### src/rtl/nor_seq_pkg.sv
package nor_seq_pkg;
  localparam int LANE_W  = 16;
  localparam int BUS_W   = 2 * LANE_W;
  localparam int RDY_BIT = 7;

  localparam logic [1:0] OP_IDENT = 2'd0;
  localparam logic [1:0] OP_ERASE = 2'd1;
  localparam logic [1:0] OP_PROG  = 2'd2;

  localparam logic [2:0] RES_OK    = 3'd0;
  localparam logic [2:0] RES_TMO   = 3'd1;
  localparam logic [2:0] RES_DIRTY = 3'd2;
  localparam logic [2:0] RES_NOID  = 3'd4;
  localparam logic [2:0] RES_BADOP = 3'd7;

  // branch targets inside the step lists below
  localparam logic [3:0] ID_RESET_IDX = 4'd5;
  localparam logic [3:0] ER_SUSP_IDX  = 4'd10;
  localparam logic [3:0] PG_RESET_IDX = 4'd7;
  localparam logic [3:0] PG_END_IDX   = 4'd8;

  typedef enum logic [2:0] {
    SK_WCMD, SK_WDATA, SK_RMFR, SK_RDEV, SK_RCHK, SK_POLL, SK_END
  } step_kind_e;

  typedef enum logic [2:0] {
    AS_SECT, AS_UNLK1, AS_UNLK2, AS_ZERO, AS_ONE
  } addr_sel_e;

  typedef struct packed {
    step_kind_e kind;
    addr_sel_e  asel;
    logic [7:0] cmd;
    logic       tstart;
  } step_t;

  function automatic step_t mk(step_kind_e k, addr_sel_e a, logic [7:0] c, logic t);
    step_t s;
    s.kind = k; s.asel = a; s.cmd = c; s.tstart = t;
    return s;
  endfunction

  function automatic logic [BUS_W-1:0] dup_cmd(logic [7:0] c);
    return {{(LANE_W-8){1'b0}}, c, {(LANE_W-8){1'b0}}, c};
  endfunction

  function automatic logic both_ready(logic [BUS_W-1:0] w);
    return w[RDY_BIT] & w[LANE_W + RDY_BIT];
  endfunction

  function automatic logic fits_erased(logic [BUS_W-1:0] stored, logic [BUS_W-1:0] nw);
    return (stored & nw) == nw;
  endfunction

  function automatic step_t step_of(logic [1:0] op, logic [3:0] idx);
    step_t s;
    s = mk(SK_END, AS_SECT, 8'h00, 1'b0);
    case (op)
      OP_IDENT: case (idx)
        4'd0: s = mk(SK_WCMD, AS_UNLK1, 8'hAA, 1'b0);
        4'd1: s = mk(SK_WCMD, AS_UNLK2, 8'h55, 1'b0);
        4'd2: s = mk(SK_WCMD, AS_UNLK1, 8'h90, 1'b0);
        4'd3: s = mk(SK_RMFR, AS_ZERO,  8'h00, 1'b0);
        4'd4: s = mk(SK_RDEV, AS_ONE,   8'h00, 1'b0);
        4'd5: s = mk(SK_WCMD, AS_ZERO,  8'hFF, 1'b0);
        default: ;
      endcase
      OP_ERASE: case (idx)
        4'd0:  s = mk(SK_WCMD, AS_SECT, 8'h50, 1'b0);
        4'd1:  s = mk(SK_WCMD, AS_SECT, 8'h60, 1'b0);
        4'd2:  s = mk(SK_WCMD, AS_SECT, 8'hD0, 1'b0);
        4'd3:  s = mk(SK_WCMD, AS_SECT, 8'h50, 1'b0);
        4'd4:  s = mk(SK_WCMD, AS_SECT, 8'h20, 1'b0);
        4'd5:  s = mk(SK_WCMD, AS_SECT, 8'hD0, 1'b1);
        4'd6:  s = mk(SK_POLL, AS_SECT, 8'h00, 1'b0);
        4'd7:  s = mk(SK_WCMD, AS_SECT, 8'h50, 1'b0);
        4'd8:  s = mk(SK_WCMD, AS_SECT, 8'hFF, 1'b0);
        4'd10: s = mk(SK_WCMD, AS_SECT, 8'hB0, 1'b0);
        4'd11: s = mk(SK_WCMD, AS_SECT, 8'hFF, 1'b0);
        default: ;
      endcase
      OP_PROG: case (idx)
        4'd0: s = mk(SK_RCHK,  AS_SECT, 8'h00, 1'b0);
        4'd1: s = mk(SK_WCMD,  AS_SECT, 8'h50, 1'b0);
        4'd2: s = mk(SK_WCMD,  AS_SECT, 8'h60, 1'b0);
        4'd3: s = mk(SK_WCMD,  AS_SECT, 8'hD0, 1'b0);
        4'd4: s = mk(SK_WCMD,  AS_SECT, 8'h40, 1'b0);
        4'd5: s = mk(SK_WDATA, AS_SECT, 8'h00, 1'b1);
        4'd6: s = mk(SK_POLL,  AS_SECT, 8'h00, 1'b0);
        4'd7: s = mk(SK_WCMD,  AS_SECT, 8'hFF, 1'b0);
        default: ;
      endcase
      default: ;
    endcase
    return s;
  endfunction
endpackage

### src/rtl/nor_seq_timer.sv
module nor_seq_timer #(
  parameter int W = 16
) (
  input  logic         clk,
  input  logic         rst_n,
  input  logic         start,
  input  logic [W-1:0] limit,
  output logic         expired
);
  logic [W-1:0] cnt_q;

  always_ff @(posedge clk or negedge rst_n) begin
    if (!rst_n)               cnt_q <= '0;
    else if (start)           cnt_q <= W'(1);
    else if (cnt_q != '1)     cnt_q <= cnt_q + W'(1);
  end

  assign expired = cnt_q >= limit;
endmodule

### src/rtl/nor_seq_status.sv
module nor_seq_status
  import nor_seq_pkg::*;
#(
  parameter logic [LANE_W-1:0] KNOWN_MFR = 16'h0089
) (
  input  logic [BUS_W-1:0] rdata,
  input  logic [BUS_W-1:0] wdata,
  output logic             ready,
  output logic             erased_ok,
  output logic             mfr_ok
);
  assign ready     = both_ready(rdata);
  assign erased_ok = fits_erased(rdata, wdata);
  assign mfr_ok    = rdata == {KNOWN_MFR, KNOWN_MFR};
endmodule

### src/rtl/nor_cmd_seq.sv
module nor_cmd_seq
  import nor_seq_pkg::*;
#(
  parameter int          ADDR_W    = 24,
  parameter int          ERASE_TO  = 100000,
  parameter int          PROG_TO   = 2000,
  parameter logic [15:0] KNOWN_MFR = 16'h0089
) (
  input  logic              clk,
  input  logic              rst_n,
  input  logic              req,
  input  logic [1:0]        req_op,
  input  logic [ADDR_W-1:0] req_addr,
  input  logic [31:0]       req_data,
  output logic              ack,
  output logic              done,
  output logic [2:0]        result,
  output logic [31:0]       id_code,
  output logic [ADDR_W-1:0] fl_addr,
  output logic [31:0]       fl_wdata,
  output logic              fl_we,
  output logic              fl_re,
  input  logic [31:0]       fl_rdata,
  output logic              vpp_en
);
  localparam int MAX_TO = (ERASE_TO > PROG_TO) ? ERASE_TO : PROG_TO;
  localparam int TMR_W  = $clog2(MAX_TO + 2);

  logic              busy_q, vpp_q;
  logic [1:0]        op_q;
  logic [ADDR_W-1:0] addr_q;
  logic [31:0]       data_q, id_q;
  logic [3:0]        idx_q;
  logic [2:0]        res_q;
  step_t             cur;

  // named internal events
  logic rdy, erased_ok, mfr_ok, tmr_exp;
  logic tmr_start, poll_ok, tmo_hit, data_phase, at_end;
  logic [TMR_W-1:0] tmr_limit;

  assign cur        = step_of(op_q, idx_q);
  assign at_end     = busy_q && cur.kind == SK_END;
  assign data_phase = busy_q && cur.kind == SK_WDATA;
  assign tmr_start  = busy_q && cur.tstart;
  assign poll_ok    = busy_q && cur.kind == SK_POLL && rdy;
  assign tmo_hit    = busy_q && cur.kind == SK_POLL && !rdy && tmr_exp;
  assign tmr_limit  = (op_q == OP_ERASE) ? TMR_W'(ERASE_TO) : TMR_W'(PROG_TO);

  nor_seq_status #(.KNOWN_MFR(KNOWN_MFR)) status_i (
    .rdata(fl_rdata), .wdata(data_q),
    .ready(rdy), .erased_ok(erased_ok), .mfr_ok(mfr_ok)
  );

  nor_seq_timer #(.W(TMR_W)) timer_i (
    .clk(clk), .rst_n(rst_n), .start(tmr_start),
    .limit(tmr_limit), .expired(tmr_exp)
  );

  // bus drive
  always_comb begin
    case (cur.asel)
      AS_UNLK1: fl_addr = ADDR_W'(16'h5555);
      AS_UNLK2: fl_addr = ADDR_W'(16'h2AAA);
      AS_ZERO:  fl_addr = '0;
      AS_ONE:   fl_addr = ADDR_W'(1);
      default:  fl_addr = addr_q;
    endcase
  end

  assign fl_wdata = (cur.kind == SK_WDATA) ? data_q : dup_cmd(cur.cmd);
  assign fl_we    = busy_q && (cur.kind == SK_WCMD || cur.kind == SK_WDATA);
  assign fl_re    = busy_q && (cur.kind == SK_RMFR || cur.kind == SK_RDEV ||
                               cur.kind == SK_RCHK || cur.kind == SK_POLL);
  assign ack      = !busy_q && req;
  assign done     = at_end;
  assign result   = at_end ? res_q : '0;
  assign id_code  = id_q;
  assign vpp_en   = vpp_q;

  always_ff @(posedge clk or negedge rst_n) begin
    if (!rst_n) begin
      busy_q <= 1'b0; vpp_q <= 1'b0; op_q <= OP_IDENT; addr_q <= '0;
      data_q <= '0;   id_q  <= '0;   idx_q <= '0;      res_q  <= RES_OK;
    end else if (ack) begin
      busy_q <= 1'b1;
      op_q   <= req_op;
      addr_q <= req_addr;
      data_q <= req_data;
      idx_q  <= '0;
      res_q  <= (req_op == 2'd3) ? RES_BADOP : RES_OK;
      vpp_q  <= req_op == OP_ERASE;
      if (req_op == OP_IDENT) id_q <= '0;
    end else if (busy_q) begin
      case (cur.kind)
        SK_RMFR: begin
          if (mfr_ok) idx_q <= idx_q + 4'd1;
          else begin idx_q <= ID_RESET_IDX; res_q <= RES_NOID; end
        end
        SK_RDEV: begin
          id_q  <= fl_rdata;
          idx_q <= idx_q + 4'd1;
        end
        SK_RCHK: begin
          if (erased_ok) begin idx_q <= idx_q + 4'd1; vpp_q <= 1'b1; end
          else begin idx_q <= PG_END_IDX; res_q <= RES_DIRTY; end
        end
        SK_POLL: begin
          if (rdy) idx_q <= idx_q + 4'd1;
          else if (tmr_exp) begin
            idx_q <= (op_q == OP_ERASE) ? ER_SUSP_IDX : PG_RESET_IDX;
            res_q <= RES_TMO;
          end
        end
        SK_END: begin
          busy_q <= 1'b0;
          vpp_q  <= 1'b0;
        end
        default: idx_q <= idx_q + 4'd1;
      endcase
    end
  end
endmodule

### config.mk
export PLATFORM = sky130hd
export DESIGN_NAME = nor_cmd_seq
export DESIGN_NICKNAME = d
export VERILOG_FILES = /design/src/rtl/nor_seq_pkg.sv /design/src/rtl/nor_seq_timer.sv /design/src/rtl/nor_seq_status.sv /design/src/rtl/nor_cmd_seq.sv
export SDC_FILE = /design/constraint.sdc
export NUM_CORES = 1
export LEC_CHECK = 0
export BUFFER_PORTS_ARGS = -buffer_cell sky130_fd_sc_hd__buf_4
export CAP_MARGIN = 20
export CORE_AREA = 5 5 134 111
export CTS_BUF_LIST = sky130_fd_sc_hd__clkbuf_16
export CTS_CLUSTER_SIZE = 24
export DETAILED_ROUTE_END_ITERATION = 8
export DIE_AREA = 0 0 139 116
export GPL_TIMING_DRIVEN = 0
export PLACE_DENSITY_LB_ADDON = 0.08
export SLEW_MARGIN = 20
export SYNTH_ARGS = -nofsm -noshare
export SYNTH_HDL_FRONTEND = slang
export SYNTH_HIERARCHICAL = 1
export SYNTH_SLANG_ARGS = --single-unit
export TNS_END_PERCENT = 5
### constraint.sdc
create_clock -name clk -period 2.9 [get_ports clk]
set_input_delay 0.58 -clock clk [delete_from_list [all_inputs] [get_ports clk]]
set_output_delay 0.58 -clock clk [all_outputs]
set_load 0.02 [all_outputs]
# ---- After elaboration in Yosys (flattened, before gate mapping)
# Cells that the tools add are included.
dict set report classes {
  n_addsub 2
  bitwise_logic 2
  n_mux 37
  n_reduce_logical 25
  magnitude_cmp 1
  n_eq_ne 35
  div_mod_pow 0
  mul 0
  n_shift 0
}
# op n
set ops {}
lappend ops {{case mux 15 bit (8 select lines)} 2}
lappend ops {{two-way mux 32 bit} 5}
lappend ops {{case mux 24 bit (4 select lines)} 1}
lappend ops {{case mux 15 bit (6 select lines)} 1}
lappend ops {{two-way mux 17 bit} 3}
lappend ops {{case mux 15 bit (3 select lines)} 1}
lappend ops {{bitwise AND 32 bit} 1}
lappend ops {{equality test 32 x 24 -> 1 bit, second input constant} 1}
lappend ops {{equality test 32 bit} 1}
lappend ops {{two-way mux 4 bit} 7}
lappend ops {{two-way mux 3 bit} 8}
lappend ops {{adder 17 x 1 -> 17 bit, second input constant} 1}
lappend ops {{greater-or-equal comparator 17 bit} 1}
lappend ops {{inequality test 17 bit, second input constant} 1}
lappend ops {{equality test 4 x 3 -> 1 bit, second input constant} 4}
lappend ops {{case mux 4 bit (4 select lines)} 1}
lappend ops {{equality test 3 x 2 -> 1 bit, second input constant} 4}
lappend ops {{equality test 3 bit, second input constant} 4}
lappend ops {{equality test 4 bit, second input constant} 3}
lappend ops {{inequality test 3 bit, second input constant} 4}
lappend ops {{case mux 3 bit (3 select lines)} 1}
lappend ops {{AND reduction 3 bit} 3}
lappend ops {{equality test 4 x 2 -> 1 bit, second input constant} 2}
lappend ops {{equality test 3 x 1 -> 1 bit, second input constant} 2}
lappend ops {{23 further kinds} 40}
dict set report totals {
  wordCells 111
  mem_bits_rw 0
  mem_count 0
  latch_bits 0
  reg_bits 116
  romBits 0
}

# ---- Longest topological paths before layout
# Gate-level depths: netlist of the first run.
dict set report depth {
  depth_word 9
  depth_mapped 15
  ltp_nobuf 13
}

# ---- Cells and area by module
# The synthesis of the first run kept the hierarchy.
# mod n_inst cells_each area_per_inst_um2
set modules_own_cells {}
lappend modules_own_cells {nor_cmd_seq 1 678 5331.4}
lappend modules_own_cells {nor_seq_timer 1 141 1253.7}
lappend modules_own_cells {nor_seq_status 1 65 336.6}

# ---- Least setup slack after synthesis of the first run
# OpenSTA, ideal clock, no wires.
dict set report synth_path {
  path_type {reg-to-output}
  startpoint {register idx_q[0]}
  endpoint {output port fl_addr[13]}
  stages_incl_launch_ff 9
  t_arrival_ps 2226
  t_required_ps 2320
  path_slack_ps 94
  path_cell_list {dfrtp_1 -> inv_1 -> ha_1 -> buf_4 -> or3_1 -> and3_1 -> or4_1 -> clkbuf_1 -> nand2_1}
}
dict set report synth_via {
  elab_chain_cells 5
  word_cells_on_any_way 13
  classes_between {9 x eq/ne; 3 x mux; 1 x reduce/logical}
}
# element line_no
set synth_lines {}
lappend synth_lines {{start, declared} nor_cmd_seq.sv:33} ;# logic [3:0] idx_q;
lappend synth_lines {{start signal, assigned} nor_cmd_seq.sv:97} ;# if (mfr_ok) idx_q <= idx_q + 4'd1;
lappend synth_lines {{start signal, assigned} nor_cmd_seq.sv:102} ;# idx_q <= idx_q + 4'd1;
lappend synth_lines {{start signal, assigned} nor_cmd_seq.sv:109} ;# if (rdy) idx_q <= idx_q + 4'd1;
lappend synth_lines {{equality test 4 x 3 -> 1 bit (tied with other cells)} nor_seq_pkg.sv:59} ;# OP_IDENT: case (idx)
lappend synth_lines {{case mux 15 bit (6 select lines) (*)} nor_seq_pkg.sv:59}
lappend synth_lines {{case mux 15 bit (3 select lines) (*)} nor_seq_pkg.sv:58} ;# case (op)
lappend synth_lines {{equality test 3 bit (tied with other cells)} nor_cmd_seq.sv:62} ;# case (cur.asel)
lappend synth_lines {{case mux 24 bit (4 select lines) (*)} nor_cmd_seq.sv:62}
lappend synth_lines {{end, declared} nor_cmd_seq.sv:19} ;# output logic [ADDR_W-1:0] fl_addr,
# Every way passes the cells marked *; elsewhere a longest branch is shown, timed or not.

# ---- Worst setup path after layout of the first run
dict set report layout_path {
  startpoint {register idx_q[1]}
  endpoint {output port fl_wdata[6]}
}
dict set report layout_via {
  elab_chain_cells 6
  word_cells_on_any_way 19
  classes_between {11 x eq/ne; 5 x mux; 3 x reduce/logical}
}
# element line_no
set layout_lines {}
lappend layout_lines {{equality test 4 x 3 -> 1 bit (tied with other cells)} {nor_seq_pkg.sv:68, nor_seq_pkg.sv:82}}
lappend layout_lines {{OR reduction 3 bit (no line) or OR reduction 2 bit (tied branches)} n/a}
lappend layout_lines {{case mux 15 bit (8 select lines)} nor_seq_pkg.sv:68} ;# OP_ERASE: case (idx)
lappend layout_lines {{case mux 15 bit (3 select lines) (*)} nor_seq_pkg.sv:58}
lappend layout_lines {{equality test 3 x 1 -> 1 bit} nor_cmd_seq.sv:71} ;# assign fl_wdata = (cur.kind == SK_WDATA) ? data_q : dup_cmd(cur.cmd);
lappend layout_lines {{two-way mux 32 bit (*)} nor_cmd_seq.sv:71}
lappend layout_lines {{end, declared} nor_cmd_seq.sv:20} ;# output logic [31:0] fl_wdata,
# Marks and branches as above.

==> flow_summary.rst, run 1 <==
.. list-table::
   :header-rows: 1

   * - Metric
     - Value
   * - Met3 usage in global routing
     - under 10%
   * - Number of top-level design ports
     - around 190
   * - Max-cap check violation count
     - 0
   * - Hold Buf Count CTS
     - 0
   * - Number of global-route vias before repair
     - about 7000
   * - Total wirelength of the detailed-routed design
     - around 24000 µm
   * - Number of buffers inserted by port buffering
     - 188
   * - Register-to-Register Setup Slack
     - 0.02 ns
   * - First-pass GRT wire length
     - 37410 µm
   * - Number of enable flip-flop cells after synthesis
     - 0
   * - Failing checks
     - setup timing
   * - Type of the setup path with the least slack
     - reg -> out
   * - Setup violations, final
     - 62
   * - Clk slew on worst S/H paths
     - 0.06 ns
   * - Number of storage elements in the synthesis netlist
     - 116
   * - Router iterations before antenna repair
     - 5
   * - Maximum level of the CTS H-tree
     - 4
   * - Final hold slack
     - between 0.1 and 0.15 ns
   * - Largest vdd supply drop
     - 0.0008312 V
   * - Total via count after detailed routing
     - between 7000 and 8000
   * - Post-synthesis cell type with the largest combined area
     - sky130_fd_sc_hd__dfrtp_1
   * - Dpl ws
     - -0.3313 ns
   * - Clock root buffer
     - sky130_fd_sc_hd__clkbuf_16
   * - TritonCTS clock tree
     - built
   * - Required time reported for the critical path endpoint
     - roughly 2.3 ns
   * - Area occupied by multi-input gates
     - 3816 µm²
   * - Placeable Area
     - between 10000 and 15000 µm²
   * - Iter 0 DRT Violations
     - around 670
   * - Standby leakage power
     - 4.981 nW
   * - Final setup TNS
     - -11.97 ns
   * - Longest Clk Path Bufs
     - 2
   * - Fin crit period
     - 3.188 ns
   * - Area fraction of the dominant cell type after synthesis
     - between 40% and 50%
   * - Worst-case clock skew
     - 0.01220 ns
   * - Placed cells
     - ~1300
   * - Ordered cell list for the critical path
     - inv_2 > ha_4 > buf_8 > nor4_4 > o21bai_1 > o2111a_2 > a21o_1 > a21oi_2 > a21o_1 > buf_6
   * - Per-cell via count in the routed design
     - 5.458
   * - Initial antenna violation count
     - 0
   * - Fraction of final layout cells sized beyond drive strength 1
     - between 20% and 30%
   * - RePlAce Congestion
     - between 0.9 and 1
   * - Count of cell types in the netlist
     - 71
   * - Average wire per standard cell
     - 18.30 µm
   * - Dominant register cell in the synthesized netlist
     - sky130_fd_sc_hd__dfrtp_1
   * - Worst path slowest cell
     - sky130_fd_sc_hd__dfrtp_1
   * - Nets
     - between 1000 and 1500
   * - Row count
     - 38
   * - DIE WIDTH
     - 139 µm
   * - Post-synthesis instance area
     - 6922 µm²
   * - Layout filler cell count
     - approximately 1100
   * - Power density normalized to cell area
     - 1186 nW/µm²
   * - Met2 demand-to-capacity share in global routing
     - between 40% and 50%
   * - Number of instances in the synthesized netlist
     - 884
   * - Share of synthesized registers carrying an async set or reset
     - 100.0%
   * - Unrepaired setup endpoints after global routing
     - yes
   * - Die extent in y
     - 116 µm
   * - Number of remaining DRC errors
     - 0
   * - Remaining global-route overflow
     - 0
   * - Clock Sink Count
     - about 120
   * - Antenna Violating Nets Remaining
     - 0
   * - Most frequent cell on the critical path
     - sky130_fd_sc_hd__a21o_1
   * - Worst Max-Slew Pin Slew
     - approximately 0.6 ns
   * - Class of the tightest hold or removal check
     - in -> async
   * - Largest net degree at the start of global routing
     - 65
   * - Leading post-synthesis cells by cell area
     - sky130_fd_sc_hd__dfrtp_1 (42%), sky130_fd_sc_hd__nand2_1 (15%), sky130_fd_sc_hd__ha_1 (4.2%)
   * - Sequential share of the synthesized area
     - a little over two fifths
   * - Total number of yosys warnings
     - 6
   * - Critical Path End Type
     - output port
   * - GRT Max-Usage Layer
     - met2
   * - CP peak stage delay
     - about 0.4 ns
   * - HPWL after detailed placement
     - 17410 µm
   * - Sequential standard cell area
     - roughly 2900 µm²
   * - Fin. max-slew vios
     - 0
   * - Arrival @ worst endpoint
     - 2.61 ns
   * - Overall track demand over capacity in global routing
     - between 20% and 30%
   * - Peak Freq
     - around 0.31 GHz
   * - Result of the run
     - finished, violations left
   * - Latest clock arrival within the worst-skew pair
     - 0.42 ns
   * - Initial standard-cell utilization of the core
     - 51.99%
   * - Max-Slew Margin vs Limit
     - 60.21%
   * - Antenna cell count
     - 0
   * - Type of origin of the critical path
     - flip-flop
   * - Mean instance size in the synthesized netlist
     - 7.830 µm²
   * - Layout Cells excl Fill
     - 1311
   * - Number of failing hold endpoints at the final stage
     - 0
   * - Worst setup margin
     - -0.2877 ns
   * - Period Utilization, post-route
     - 109.9%
   * - Number of buffers created by CTS
     - 17
   * - Growth of design area from synthesis to finish
     - 42.53%
   * - Met1 track demand over resource in global routing
     - roughly 40%
   * - Crit path max fanout
     - 7
   * - Die outline area
     - 16120 µm²
==> cell type report <==
class                   count  area share (%)
clock buffers              17           4.312
well taps                 180           2.283
inverters                  60           2.308
multi-input cells         664           38.68
repair buffers            208           17.93
flip-flops and latches    116           29.44
clock inverters            15           1.814
plain buffers              51           3.234
==> flip-flops by register name, summed over array words and instances, names as in the netlist <==
register / count
addr_q: 24
busy_q: 1
data_q: 32
id_code: 32
idx_q: 4
op_q: 2
res_q: 3
timer_i/cnt_q: 17
vpp_en: 1
==> metrics by stage <==
| step | area [µm²] | total power, mW | util (%) |
|---|---|---|---|
| floorplan | 6955 | 6.367 | - |
| global placement | 8592 | 8.561 | 64.54 |
| detailed placement | 8623 | 8.630 | 64.77 |
| CTS | 9788 | 11.50 | 73.52 |
| global route | 9866 | 12.41 | 74.11 |
| finish | 9866 | 11.70 | 74.11 |
==> kinds of logic after synthesis <==
group	synth area share (%)
flip-flops	41.94
multiplexers	0.7231
buffers and inverters	6.707
AND/OR/NAND/NOR	30.97
other	0.1085
AO/OA/AOI/OAI	13.25
adder cells (fa/ha/maj)	4.158
XOR/XNOR	2.151
==> Yosys cell counts, drive strengths merged, types with 7 or more instances <==
library cell and number:
nand4 8, ha 23, nor3 11, dfrtp 116, and2 30, nor4 11, o21ai 51, inv 59
nand2b 10, a21oi 27, nand3 43, and3 8, xnor2 7, a21o 8, buf 22, nor2 43
clkbuf 31, o22ai 20, xor2 10, nand2 275
==> where the power goes <==
part	internal, mW	total, mW	switching (mW)
Combinational	2.78	6.62	3.84
Clock	1.35	2.16	0.811
Sequential	2.35	2.92	0.575
Total	6.48	11.7	5.22
==> what timing repair did <==
action / in CTS / in global routing
setup endpoints to repair: 83 / 71
pin swaps: 20 / 11
resized for setup: 124 / 14
setup buffers: 12 / 4
gates cloned: 3 / 0
==> final timing paths <==
| check | cells after the start | to | start |
|---|---|---|---|
| max in group asynchronous | 2 | timer_i/cnt_q[3] | rst_n |
| worst min-delay path | 1 | addr_q[16] | rst_n |
| worst max-delay path | 10 | fl_wdata[6] | idx_q[1] |
| worst min register to register | 2 | addr_q[21] | addr_q[21] |
| min in group clk | 3 | data_q[25] | req_data[25] |
| worst max register to register | 13 | idx_q[3] | op_q[1] |
==> worst max-delay path: cells and delay by family, from the launching register on <==
| family | cells | cell delay, ns |
|---|---|---|
| AO/OA/AOI/OAI | 5 | 0.94 |
| adder cells (fa/ha/maj) | 1 | 0.18 |
| buffers and inverters | 3 | 0.35 |
| flip-flops | 1 | 0.41 |
| AND/OR/NAND/NOR | 1 | 0.32 |
==> metal layers <==
metal / part of all wire (%) / wire (µm) / vias up
met5: 0 / 0 / -
met4: 2.7 / 651 / 0
met1: 43 / 10220 / 3325
met2: 45 / 10870 / 383
met3: 9.4 / 2244 / 48
li1: - / - / 3400
==> layout by cell type, fill, tap and decap left out, types with 4 or more instances in the layout <==
cell and n:
sky130_fd_sc_hd__clkbuf_8 4, sky130_fd_sc_hd__xor2_1 10, sky130_fd_sc_hd__o22ai_1 20, sky130_fd_sc_hd__and2_1 13
sky130_fd_sc_hd__clkinvlp_4 6, sky130_fd_sc_hd__and3_1 7, sky130_fd_sc_hd__dfrtp_1 115, sky130_fd_sc_hd__a21oi_1 21
sky130_fd_sc_hd__inv_6 4, sky130_fd_sc_hd__o21ai_0 46, sky130_fd_sc_hd__buf_6 45, sky130_fd_sc_hd__nor4_1 9
sky130_fd_sc_hd__buf_4 167, sky130_fd_sc_hd__or3_1 5, sky130_fd_sc_hd__clkbuf_1 22, sky130_fd_sc_hd__nand4_1 8
sky130_fd_sc_hd__mux2i_1 4, sky130_fd_sc_hd__nand2_1 266, sky130_fd_sc_hd__conb_1 11, sky130_fd_sc_hd__ha_1 19
sky130_fd_sc_hd__and2_4 17, sky130_fd_sc_hd__nor2_1 43, sky130_fd_sc_hd__nand3_1 43, sky130_fd_sc_hd__buf_2 6
sky130_fd_sc_hd__inv_1 56, sky130_fd_sc_hd__a21o_1 8, sky130_fd_sc_hd__xnor2_1 7, sky130_fd_sc_hd__nor3_1 6
sky130_fd_sc_hd__buf_1 6, sky130_fd_sc_hd__nand2b_1 7, sky130_fd_sc_hd__clkbuf_16 18, sky130_fd_sc_hd__a21oi_2 6
sky130_fd_sc_hd__a211oi_1 4, sky130_fd_sc_hd__nand2_2 8, sky130_fd_sc_hd__nor4b_1 4
No activity file was read; power rests on OpenSTA's default activity.
==> inputs of run 2 (changes only) <==
Settings changed: RECOVER_POWER from default to 50.
==> run 2 against run 1 <==
  * The run still ends with setup timing left
  * Largest power group unchanged
  * Power shrank 0.76%
  * Sequential share of layout area grew 0.23 points
  * Fmax fell by 0.14%
  * Sequential cell count stayed put
==> flow_summary.rst, run 2 (synthesis gave the netlist of run 1 again) <==
.. list-table::
   :header-rows: 1

   * - Metric
     - Value
   * - Number of buffers created by CTS
     - 17 (unchanged)
   * - Ordered cell list for the critical path
     - buf_6 > ha_4 > buf_8 > or3_1 > and3_4 > or4_4 > nand2_2 > buf_4
   * - Number of remaining DRC errors
     - 0 (unchanged)
   * - Clk slew on worst S/H paths
     - 0.06 ns (about the same)
   * - Result of the run
     - finished, violations left
   * - Crit path from
     - idx_q[1]
   * - Highest-count cells in the layout ignoring fill and taps
     - sky130_fd_sc_hd__nand2_1 (266), sky130_fd_sc_hd__buf_4 (154), sky130_fd_sc_hd__dfrtp_1 (115)
   * - Remaining global-route overflow
     - 0 (unchanged)
   * - Worst path slowest cell
     - sky130_fd_sc_hd__or4_4
   * - DIE WIDTH
     - 139 µm (unchanged)
   * - Row count
     - 38 (unchanged)
   * - Overall track demand over capacity in global routing
     - 29.62% (unchanged)
   * - RePlAce Congestion
     - 0.9415 (unchanged)
   * - CP peak stage delay
     - 0.51 ns (+0.10 ns)
   * - Nets
     - 1234 (unchanged)
   * - First-pass GRT wire length
     - 37410 µm (unchanged)
   * - Total via count after detailed routing
     - 7154 (-0.028%)
   * - Average wire per standard cell
     - 18.28 µm (-0.10%)
   * - Die extent in y
     - 116 µm (unchanged)
   * - Register-to-Register Setup Slack
     - 0.03 ns (about the same)
   * - Number of cells on the worst hold path
     - 3
   * - Largest vdd supply drop
     - 0.0008712 V (+4.8%)
   * - Standby leakage power
     - 4.917 nW (-1.3%)
   * - Most frequent standard cell in the layout excluding fill and tap cells
     - sky130_fd_sc_hd__nand2_1
   * - Antenna cell count
     - 0 (unchanged)
   * - Per-cell via count in the routed design
     - 5.457 (about the same)
   * - Number of top-level design ports
     - 189 (unchanged)
   * - TritonCTS clock tree
     - built
   * - Arrival @ worst endpoint
     - 2.61 ns (about the same)
   * - Fin. max-slew vios
     - 0 (unchanged)
   * - Growth of design area from synthesis to finish
     - 41.45%
   * - Initial antenna violation count
     - 0 (unchanged)
   * - Critical hold path startpoint
     - req_data[25]
   * - Initial standard-cell utilization of the core
     - 51.99% (unchanged)
   * - Router iterations before antenna repair
     - 5 (unchanged)
   * - Clock Sink Count
     - 116 (unchanged)
   * - Crit path max fanout
     - 7 (unchanged)
   * - Critical Path End Type
     - output port
   * - Peak Freq
     - 0.3133 GHz (-0.14%)
   * - Max-Slew Margin vs Limit
     - 10.72% (-49 points)
   * - Clock root buffer
     - sky130_fd_sc_hd__clkbuf_16
   * - Maximum level of the CTS H-tree
     - 4 (unchanged)
   * - Worst Max-Slew Pin Slew
     - 1.339 ns (+0.7472 ns)
   * - Max-cap check violation count
     - 0 (unchanged)
   * - Setup violations, final
     - 62 (unchanged)
   * - Total wirelength of the detailed-routed design
     - 23960 µm (-0.10%)
   * - Failing checks
     - setup timing
   * - Largest net degree at the start of global routing
     - 65 (unchanged)
   * - Number of failing hold endpoints at the final stage
     - 0 (unchanged)
   * - Worst reg2reg path endpoint
     - idx_q[3]
   * - Required time reported for the critical path endpoint
     - 2.32 ns (about the same)
   * - Worst Hold Endpoint
     - data_q[25]
   * - Fin crit period
     - 3.192 ns (+0.004383 ns)
   * - Placeable Area
     - 13310 µm² (unchanged)
   * - Type of origin of the critical path
     - flip-flop
   * - Period Utilization, post-route
     - 110.1% (+0.15 points)
   * - Type of the setup path with the least slack
     - reg -> out
   * - Iter 0 DRT Violations
     - 739 (+10%)
   * - Final core area utilization
     - 73.54% (-0.56 points)
   * - Pwr Total
     - 11.62 mW (-0.76%)
   * - Number of buffers inserted by port buffering
     - 188 (unchanged)
   * - Longest Clk Path Bufs
     - 2 (unchanged)
   * - HPWL after detailed placement
     - 17410 µm (unchanged)
   * - Fraction of final layout cells sized beyond drive strength 1
     - 28.29% (-1.1 points)
   * - R2r worst-path depth
     - 13 (unchanged)
   * - Worst-case clock skew
     - 0.01084 ns (-0.001362 ns)
   * - Worst setup margin
     - -0.2921 ns (-0.004383 ns)
   * - Antenna Violating Nets Remaining
     - 0 (unchanged)
   * - Power density normalized to cell area
     - 1186 nW/µm² (about the same)
   * - Number of global-route vias before repair
     - 6967 (unchanged)
   * - Launch point of the worst reg-to-reg path
     - op_q[1]
   * - Unrepaired setup endpoints after global routing
     - yes
   * - Die outline area
     - 16120 µm² (unchanged)
   * - Latest clock arrival within the worst-skew pair
     - 0.42 ns (about the same)
   * - Class of the tightest hold or removal check
     - in -> reg
## run 2: per-stage QoR
stage,TNS [ns],worst slack [ns],cells,cell area [µm²],hold slack [ns]
after floorplan,0,0.09416,893,6955,0.2844
after global placement,-14.11,-0.3513,1261,8592,0.4487
after detailed placement,-14.15,-0.3313,1262,8623,0.4543
after CTS,-12.92,-0.3060,1307,9788,0.1305
after global routing,-19.91,-0.3941,1311,9791,0.3353
final,-12.07,-0.2921,1311,9791,0.3432
## run 2: cell type report
class / instances / area (µm²)
plain buffers: 51 / 319.1
fillers: 1085 / 3522
clock buffers: 17 / 425.4
repair buffers: 208 / 1694
multi-input cells: 664 / 3816
well taps: 180 / 225.2
clock inverters: 15 / 178.9
flip-flops and latches: 116 / 2904
inverters: 60 / 227.7
## run 2: critical path, delay by kind of cell, from the launching register on
kind | cells | cell delay [ns]
buffers and inverters | 3 | 0.41
and+or+nand+nor | 4 | 1.17
adders and majority gates | 1 | 0.18
DFF | 1 | 0.42
## run 2: power breakdown
part,internal [mW],switching [mW],total [mW]
Combinational,2.70,3.83,6.53
Clock,1.35,0.812,2.17
Sequential,2.35,0.574,2.92
Total,6.40,5.22,11.6
## run 2: timing repair
| action | 4_1_cts | 5_1_grt |
|---|---|---|
| endpoints found under the setup margin | 83 | 71 |
| hold buffers | 0 | 0 |
| gates cloned | 3 | 0 |
| pin swaps | 20 | 11 |
| resized for setup | 124 | 14 |
| setup buffers | 12 | 4 |
## run 2: metal layers
| layer | vias to the layer above | routed length [µm] | GRT usage (%) |
|---|---|---|---|
| li1 | 3406 | - | - |
| met1 | 3332 | 10340 | 41.20 |
| met2 | 365 | 10850 | 45.26 |
| met3 | 51 | 2126 | 7.673 |
| met4 | 0 | 643 | 10.69 |
| met5 | - | 0 | 0 |
## run 2: worst max path at each step
stage                   to  slack [ns]
3_5_place_dp   fl_wdata[9]       -0.33
6_report        fl_addr[1]       -0.29
3_3_place_gp   fl_wdata[9]       -0.35
5_1_grt        fl_wdata[6]       -0.39
2_1_floorplan  fl_addr[13]        0.09
4_1_cts         fl_addr[3]       -0.31
